$ cat src/rtl/cdr_seq_pkg.sv
package cdr_seq_pkg;

  typedef enum logic [2:0] {
    ST_IDLE  = 3'd0,
    ST_CAL   = 3'd1,
    ST_QUAL  = 3'd2,
    ST_HOLD  = 3'd3,
    ST_REL   = 3'd4,
    ST_READY = 3'd5
  } seq_state_t;

endpackage

$ cat src/rtl/cdr_sync2.sv
module cdr_sync2 #(
  parameter int W      = 2,
  parameter int STAGES = 2
) (
  input  logic         clk,
  input  logic         rst,
  input  logic [W-1:0] din,
  output logic [W-1:0] dout
);

  logic [W-1:0] pipe [STAGES];

  generate
    for (genvar s = 0; s < STAGES; s++) begin : g_stage
      if (s == 0) begin : g_first
        always_ff @(posedge clk) begin
          if (rst) pipe[s] <= '0;
          else     pipe[s] <= din;
        end
      end else begin : g_next
        always_ff @(posedge clk) begin
          if (rst) pipe[s] <= '0;
          else     pipe[s] <= pipe[s-1];
        end
      end
    end
  endgenerate

  assign dout = pipe[STAGES-1];

endmodule

$ cat src/rtl/cdr_win_timer.sv
module cdr_win_timer #(
  parameter int LIMIT = 16
) (
  input  logic clk,
  input  logic rst,
  input  logic clr,
  input  logic inc,
  output logic done
);

  localparam int W = (LIMIT < 2) ? 1 : $clog2(LIMIT + 1);
  localparam logic [W-1:0] LAST = W'(LIMIT - 1);

  logic [W-1:0] cnt_q;

  assign done = inc && !clr && (cnt_q == LAST);

  always_ff @(posedge clk) begin
    if (rst || clr || done) cnt_q <= '0;
    else if (inc)           cnt_q <= cnt_q + 1'b1;
  end


  cnt_in_range_chk: assert property (@(posedge clk) disable iff (rst)
    cnt_q <= LAST);

endmodule

$ cat src/rtl/cdr_lock_seq.sv
module cdr_lock_seq
  import cdr_seq_pkg::*;
#(
  parameter int CLK_FREQ_MHZ = 100,
  parameter int QUAL_US      = 15,
  parameter int SETTLE_US    = 4
) (
  input  logic clk,
  input  logic rst,
  input  logic start_req,
  input  logic cal_busy,
  input  logic ref_lock_in,
  input  logic data_lock_in,
  output logic req_ref_lock,
  output logic req_data_lock,
  output logic rx_dig_rst,
  output logic rx_ready,
  output logic lock_err
);

  localparam int QUAL_CYC   = QUAL_US * CLK_FREQ_MHZ;
  localparam int SETTLE_CYC = SETTLE_US * CLK_FREQ_MHZ;

  seq_state_t st_q, st_nx;
  logic [1:0] lock_s;
  logic       ref_s, data_s;
  logic       qual_clr, qual_inc, qual_done;
  logic       hold_clr, hold_inc, hold_done;
  logic       err_set, err_clr;

  cdr_sync2 #(.W(2), .STAGES(2)) u_sync (
    .clk  (clk),
    .rst  (rst),
    .din  ({data_lock_in, ref_lock_in}),
    .dout (lock_s)
  );
  assign ref_s  = lock_s[0];
  assign data_s = lock_s[1];

  cdr_win_timer #(.LIMIT(QUAL_CYC)) u_qual_tmr (
    .clk (clk), .rst (rst), .clr (qual_clr), .inc (qual_inc), .done (qual_done)
  );

  cdr_win_timer #(.LIMIT(SETTLE_CYC)) u_hold_tmr (
    .clk (clk), .rst (rst), .clr (hold_clr), .inc (hold_inc), .done (hold_done)
  );

  always_comb begin
    st_nx    = st_q;
    qual_clr = 1'b1;
    qual_inc = 1'b0;
    hold_clr = 1'b1;
    hold_inc = 1'b0;
    err_set  = 1'b0;
    err_clr  = 1'b0;
    case (st_q)
      ST_IDLE, ST_READY: begin
        if (start_req) begin
          st_nx   = ST_CAL;
          err_clr = 1'b1;
        end
      end
      ST_CAL: begin
        if (!cal_busy) st_nx = ST_QUAL;
      end
      ST_QUAL: begin
        qual_clr = !ref_s;
        qual_inc = ref_s;
        if (qual_done) st_nx = ST_HOLD;
      end
      ST_HOLD: begin
        hold_clr = 1'b0;
        hold_inc = 1'b1;
        if (hold_done) begin
          st_nx   = ST_REL;
          err_set = !data_s;
        end
      end
      ST_REL:  st_nx = ST_READY;
      default: st_nx = ST_IDLE;
    endcase
  end

  always_ff @(posedge clk) begin
    if (rst) begin
      st_q          <= ST_IDLE;
      req_ref_lock  <= 1'b0;
      req_data_lock <= 1'b0;
      rx_dig_rst    <= 1'b1;
      rx_ready      <= 1'b0;
      lock_err      <= 1'b0;
    end else begin
      st_q          <= st_nx;
      req_ref_lock  <= (st_nx == ST_QUAL);
      req_data_lock <= (st_nx == ST_HOLD) || (st_nx == ST_REL) || (st_nx == ST_READY);
      rx_dig_rst    <= !((st_nx == ST_REL) || (st_nx == ST_READY));
      rx_ready      <= (st_nx == ST_READY);
      if (err_clr)      lock_err <= 1'b0;
      else if (err_set) lock_err <= 1'b1;
    end
  end


  ref_req_after_cal_chk: assert property (@(posedge clk) disable iff (rst)
    $rose(req_ref_lock) |-> $past(!cal_busy));


  ref_req_in_reset_chk: assert property (@(posedge clk) disable iff (rst)
    req_ref_lock |-> (rx_dig_rst && !req_data_lock));


  ready_vs_reset_chk: assert property (@(posedge clk) disable iff (rst)
    rx_dig_rst |-> !rx_ready);


  data_req_qualified_chk: assert property (@(posedge clk) disable iff (rst)
    $rose(req_data_lock) |-> $past(ref_s));


  release_under_data_req_chk: assert property (@(posedge clk) disable iff (rst)
    $fell(rx_dig_rst) |-> req_data_lock);


  ready_after_release_chk: assert property (@(posedge clk) disable iff (rst)
    $rose(rx_ready) |-> $past(!rx_dig_rst));


  err_sticky_chk: assert property (@(posedge clk) disable iff (rst)
    $fell(lock_err) |-> $past(start_req));

endmodule

$ cat config.mk
export PLATFORM = sky130hd
export DESIGN_NAME = cdr_lock_seq
export DESIGN_NICKNAME = d
export VERILOG_FILES = /design/src/rtl/cdr_seq_pkg.sv /design/src/rtl/cdr_sync2.sv /design/src/rtl/cdr_win_timer.sv /design/src/rtl/cdr_lock_seq.sv
export SDC_FILE = /design/constraint.sdc
export NUM_CORES = 1
export LEC_CHECK = 0
export ABC_AREA = 1
export BUFFER_PORTS_ARGS = -buffer_cell sky130_fd_sc_hd__buf_2
export CORE_MARGIN = 1
export CORE_UTILIZATION = 55
export DETAILED_ROUTE_END_ITERATION = 6
export PLACE_DENSITY = 0.77
export SYNTH_ARGS = -nofsm -noshare
export SYNTH_HDL_FRONTEND = slang
export SYNTH_SLANG_ARGS = --single-unit
export TNS_END_PERCENT = 20
$ cat constraint.sdc
create_clock -name clk -period 3.5 [get_ports clk]
set_input_delay 0.525 -clock clk [delete_from_list [all_inputs] [get_ports clk]]
set_output_delay 0.525 -clock clk [all_outputs]
set_load 0.005 [all_outputs]
==> results of run 1 <==
==> registers in the layout (all words and copies together) (netlist names) <==
register and cells:
u_qual_tmr.cnt_q 11, lock_err 1, u_sync.pipe 4, u_hold_tmr.cnt_q 9
req_data_lock 1, req_ref_lock 1, st_q 3, rx_dig_rst 1
rx_ready 1
==> power by group through the flow <==
stage	Combinational [mW]	Clock [mW]	Sequential, mW
global route	0.0514	0.337	0.378
floorplan	0.0398	0	0.385
global placement	0.0454	0	0.386
CTS	0.0461	0.323	0.378
finish	0.0461	0.312	0.377
detailed placement	0.0459	0	0.386
==> how the worst max path moves through the flow <==
stage                                      to  slack [ps]  cells past startpoint
after floorplan           u_qual_tmr.cnt_q[6]        2100                      6
after global placement    u_hold_tmr.cnt_q[5]        2010                      7
after detailed placement  u_hold_tmr.cnt_q[5]        1990                      6
after CTS                 u_hold_tmr.cnt_q[5]        1960                      6
after global routing      u_hold_tmr.cnt_q[5]        1770                      6
final                     u_hold_tmr.cnt_q[5]        1960                      6
==> metrics by stage <==
step                      hold slack, ps  cell area (um^2)  power, mW  setup WS, ps
final                                388              1730      0.735          1960
after global routing                 364              1730      0.767          1770
after CTS                            376              1730      0.746          1960
after detailed placement             395              1640      0.432          1990
after global placement               393              1640      0.431          2010
after floorplan                      388              1590      0.425          2100
==> logic make-up (layout without fill, tap and decap cells) <==
family | Yosys count | after routing | synth area share (%)
xor gates and xnor gates | 2 | 2 | 1.10
DFF | 32 | 32 | 40.2
and+or+nand+nor | 128 | 128 | 36.2
adders and majority gates | 2 | 2 | 1.57
buffers and inverters | 41 | 57 | 11.9
AOI/OAI and AO/OA | 26 | 26 | 8.95
==> per-layer routing <==
layer	global-route usage [%]	vias to the layer above
met3	6.28	5
met2	30.5	27
met4	8.36	0
li1	-	749
met1	22.8	597
met5	0	-
==> critical path, cell delays in order, from the launching register on <==
cell	delay, ps
dfxtp_1	390
inv_1	110
nor3_4	470
nand3_1	190
o21ai_0	190
nand2_1	60
nor2_1	70
==> area by class of cell <==
class / count / area (um^2)
clock buffers: 7 / 65.1
clock inverters: 1 / 30.0
fillers: 238 / 1020
inverters: 39 / 146
multi-input cells: 158 / 762
flip-flops and latches: 32 / 641
well taps: 31 / 38.8
repair buffers: 10 / 50.0
==> layout by cell type, fill, tap and decap left out, types with 2 or more instances in the layout <==
master,instances
clkbuf_4,5
buf_2,10
o21ai_0,4
a21oi_2,2
dfxtp_1,32
o21a_1,2
nand4_1,6
clkbuf_8,2
nor2_1,29
inv_2,3
xor2_1,2
a21oi_1,17
ha_1,2
nand2_1,67
inv_1,36
nor3_1,3
nand3_1,14
==> results.md, run 1 <==
- Outcome: completed
- Async S/R FF share, synth: 0%
- Rows: 19
- Fin. Hold Viols: 0
- Setup TNS: 0 ps
- Nets: about 250
- Number of synthesized flops with an enable pin: 0
- DRT iter0 DRCs: 43
- Detailed-route via count: approximately 1400
- Crit Path Category: flip-flop to flip-flop
- # hold bufs at CTS: 0
- Area Overhead vs Synth: 8.80%
- Total Wirelength: ~2700 um
- Static Leak: slightly above 0.7 nW
- Largest net degree at the start of global routing: 14
- Final worst path period share: between 40 and 50%
- Reg power frac: between 50% and 60%
- Syn_area_per_cell: a little under 7 um^2
- CTS Buffer Depth: 2
- Met2 WL: 1190 um
- Detailed Routing Iterations Pass 1: 4
- Post-cts resize count: 0
- DRC: 0
- Dpl cells: 270
- Clock Skew: slightly below 8 ps
- Top FF cell, synth: dfxtp_1
- Post CTS Setup Buffer Count: 0
- Fraction of layout instances using a drive strength above 1: between 10 and 15%
- Most frequent cells after synthesis: 67 x nand2_1, 36 x inv_1, 32 x dfxtp_1
- Sw Share: around 21%
- Net Count, Synth: approximately 240
- Cell at the root of the clock tree: clkbuf_4
- Worst setup path start: st_q[1]
- Max frequency: 0.648 GHz
- Fin crit period: roughly 1500 ps
- DP HPWL: between 1500 and 2000 um
- Clock network fraction of total power: between 40% and 50%
- Ys Warns: 0
- Internal power: ~0.58 mW
- Critical-path maximum fanout: 13
- Synth area leader: dfxtp_1
- Initial Util: a little under 60%
- Hold Path Class: input pin to flip-flop
- Hold Path Origin: ref_lock_in
- CTS tree: yes
- Clock Latency Late Sink: approximately 330 ps
- Crit end category: flip-flop
- Grt ovf: 0
- IO Pins: 11
- CTS clk-pin slew, worst paths: 100 ps
- DR WL/cell: slightly below 10 um
- Startpoint types: flip-flop
- Cells on worst reg2reg path: 6
- Comb pwr share: approximately 6.3%
- Post-route core utilization: between 60% and 70%
- Max-slew violation count: 0
- Hold EP: u_sync.pipe[0][0]
- Gate Count Post-Synth: 231
- RR Endpoint: u_hold_tmr.cnt_q[5]
- First-pass GRT wire length: 4580 um
- Die W: about 56 um
- CP Data Arrival Time: roughly 1800 ps
- WL met1: roughly 1300 um
- Synth top area share: between 40% and 50%
- Mapped Area: 1590 um^2
- # H-tree levels: 2
- Synth top area cells: dfxtp_1 40%, nand2_1 16%, inv_1 8.5%, nor2_1 6.8%, a21oi_1 5.3%
- Top sig layer: met4
- Die Area: 3120 um^2
- Max cap viols: 0
- Post-synthesis sequential area ratio: 40.2%
- Port Buf Inserts: 10
- VDD IR max: 0.410 mV
- Antenna viol nets, final: 0
- Least-Margin Pin Slew: ~530 ps
- Core ar.: between 2000 and 3000 um^2
- Reg-to-reg critical path startpoint: st_q[1]
- Vias in the first global route: around 1200
- WHS Path Cells: 3
- Slew HR: about two thirds
- Most frequent cell after synthesis: nand2_1
- ANT cells: 0
- PwrDens: about 420 nW/um^2
- Die Y-Extent: around 56 um
- Final setup fails: 0
- RSZ-0062 raised after global routing: false
- GRT Util Overall: about a fifth
- CTS buffer count: 5
- Switching power: roughly 0.16 mW
- Met3 wire length: roughly 130 um
- Register bit total from synthesis: 32
- Reg-to-reg setup timing slack: 1960 ps
- Synth cell types: 26
- GP Congestion: between 0.8 and 0.9
- Sink Count: 32
- Finished Layout Cells: 278
- Initial antenna violation count: 0
- Data required, critical path: approximately 3800 ps
- Via density: about 5.0
Note: power is estimated with default switching activity, not from simulation.
==> run 2, diff against run 1 <==
clock period = 1.44 ns   (was 3.5 ns; I/O delays follow)
==> results.md, run 2 (same netlist as run 1, synthesis figures left out) <==
- Outcome: completed
- Clock Skew: 7.92 ps (-0.0233 ps)
- Layout fillers: 246 (+3.4%)
- Hold Path Class: input pin to flip-flop
- Die Area: 3120 um^2 (unchanged)
- CTS buffer count: 5 (unchanged)
- Worst setup path start: st_q[2]
- Detailed Routing Iterations Pass 1: 4 (unchanged)
- Static Leak: 0.738 nW (+2.7%)
- Core ar.: 2760 um^2 (unchanged)
- Nets: 260 (+2.4%)
- Detailed-route via count: 1400 (+1.6%)
- DRC: 0 (unchanged)
- Total Wirelength: 2830 um (+4.9%)
- Grt ovf: 0 (unchanged)
- Final worst path period share: 92.8% (+49 points)
- Least-Margin Pin Slew: 329 ps (-196 ps)
- Hold_ws: 68.7 ps (-319 ps)
- Area occupied by registers: 644 um^2 (+0.59%)
- Pre-CTS setup slack: 42.8 ps (-1950 ps)
- Reg-to-reg critical path startpoint: st_q[2]
- Final setup fails: 0 (unchanged)
- # H-tree levels: 2 (unchanged)
- GP Congestion: 0.829 (-2.8%)
- Clock Latency Late Sink: 340 ps (about the same)
- RSZ-0062 raised after global routing: true
- DP HPWL: 2100 um (+5.6%)
- CTS Buffer Depth: 2 (unchanged)
- Reg-to-reg setup timing slack: 100 ps (-1850 ps)
- Antenna viol nets, final: 0 (unchanged)
- CP endpoint: u_qual_tmr.cnt_q[7]
- GRT Util Overall: 19.9% (+1.1 points)
- Finished Layout Cells: 284 (+2.2%)
- Max cap viols: 0 (unchanged)
- Largest regs: u_qual_tmr.cnt_q x11, u_hold_tmr.cnt_q x9, u_sync.pipe x4
- Fin. Hold Viols: 0 (unchanged)
- Hold Path Origin: ref_lock_in
- Fraction of layout instances using a drive strength above 1: 17.8% (+5.6 points)
- Crit end category: flip-flop
- Largest net degree at the start of global routing: 12 (-2)
- Data required, critical path: 1680 ps (-2090 ps)
- DRT iter0 DRCs: 42 (-2.3%)
- Max-slew violation count: 0 (unchanged)
- Most frequent cells in the layout: 65 x nand2_1, 36 x inv_1, 29 x dfxtp_1, 26 x nor2_1, 17 x a21oi_1
- Fin crit period: 1340 ps (-208 ps)
- Area Overhead vs Synth: 12.4%
- Die W: 55.8 um (unchanged)
- VDD IR max: 0.946 mV (+130%)
- IO Pins: 11 (unchanged)
- Cells on worst reg2reg path: 6 (unchanged)
- Via density: 4.93 (-0.55%)
- Rows: 19 (unchanged)
- Crit Path Category: flip-flop to flip-flop
- CP Data Arrival Time: 1570 ps (-240 ps)
- Setup ws final: 104 ps (-1850 ps)
- PwrDens: 966 nW/um^2 (+130%)
- Vias in the first global route: 1167 (+0.69%)
- CTS clk-pin slew, worst paths: 110 ps (about the same)
- First-pass GRT wire length: 4820 um (+5.3%)
- Slew HR: 78.0% (+13 points)
- Cell at the root of the clock tree: clkbuf_4
- RR Endpoint: u_qual_tmr.cnt_q[7]
- Die Y-Extent: 55.8 um (unchanged)
- ANT cells: 0 (unchanged)
- Largest Register: u_qual_tmr.cnt_q
- Sink Count: 32 (unchanged)
- Initial Util: 57.8% (unchanged)
- DR WL/cell: 9.96 um (+2.7%)
- Critical-path maximum fanout: 5 (-8)
- Max frequency: 0.748 GHz (+16%)
- Largest register FFs: 11 (unchanged)
- CTS tree: yes
- Area of the multi-input gates: 782 um^2 (+2.6%)
- Startpoint types: flip-flop
- Setup TNS: 0 ps (unchanged)
- Dpl cells: 275 (+1.9%)
- Commonest non-fill, non-tap cell in the layout: nand2_1
- Port Buf Inserts: 10 (unchanged)
- Initial antenna violation count: 0 (unchanged)
==> run 2: cell types whose count changed in the layout (fill, tap and decap cells not counted), sizes merged <==
cell	change
clkinvlp	+1
buf	+6
clkinv	+1
clkbuf	-2
==> run 2: worst min-delay path by stage <==
stage,slack (ps),cells after the start,end
global placement,390,2,u_sync.pipe[1][1]
finish,70,3,u_sync.pipe[0][0]
global route,50,3,u_sync.pipe[0][0]
floorplan,320,2,u_sync.pipe[0][0]
CTS,60,3,u_sync.pipe[0][0]
detailed placement,400,2,u_sync.pipe[1][1]
==> run 2: what timing repair did <==
item / in CTS / in global routing
hold buffers: 0 / 0
endpoints found under the setup margin: 0 / 14
gates resized for setup: 0 / 11
setup buffers: 0 / 1
==> run 2: area by class of cell <==
type | instances | share of cell area, %
clock buffers | 5 | 2.10
inverters | 39 | 8.18
repair buffers | 16 | 5.52
well taps | 31 | 2.17
flip-flops and latches | 32 | 36.0
multi-input cells | 158 | 43.7
clock inverters | 3 | 2.38
==> run 2: critical path, cell delays in order, from the launching register on <==
cell and delay [ps]:
dfxtp_1 390, inv_2 100, nand4_1 270, buf_4 250, buf_4 120, nand2_1 50
a21oi_1 60
==> run 2: where the power goes <==
part / internal (mW) / total, mW / switching (mW)
combinational: 0.0479 / 0.126 / 0.0783
clock: 0.362 / 0.688 / 0.326
sequential: 0.905 / 0.916 / 0.0108
total: 1.31 / 1.73 / 0.415
==> run 2: metal layers <==
layer | track usage (%) | vias to the layer above | part of all wire (%)
met5 | 0 | - | 0
li1 | - | 762 | -
met4 | 9.41 | 0 | 1.9
met3 | 6.28 | 6 | 2.7
met2 | 31.0 | 15 | 46
met1 | 25.1 | 617 | 49
==> run 2: stage by stage <==
stage | util (%) | area [um^2] | power (mW)
final | 64.9 | 1790 | 1.73
after global routing | 64.9 | 1790 | 1.81
after CTS | 63.7 | 1760 | 1.74
after detailed placement | 60.8 | 1680 | 1.06
after global placement | 60.8 | 1680 | 1.06
after floorplan | - | 1590 | 1.03
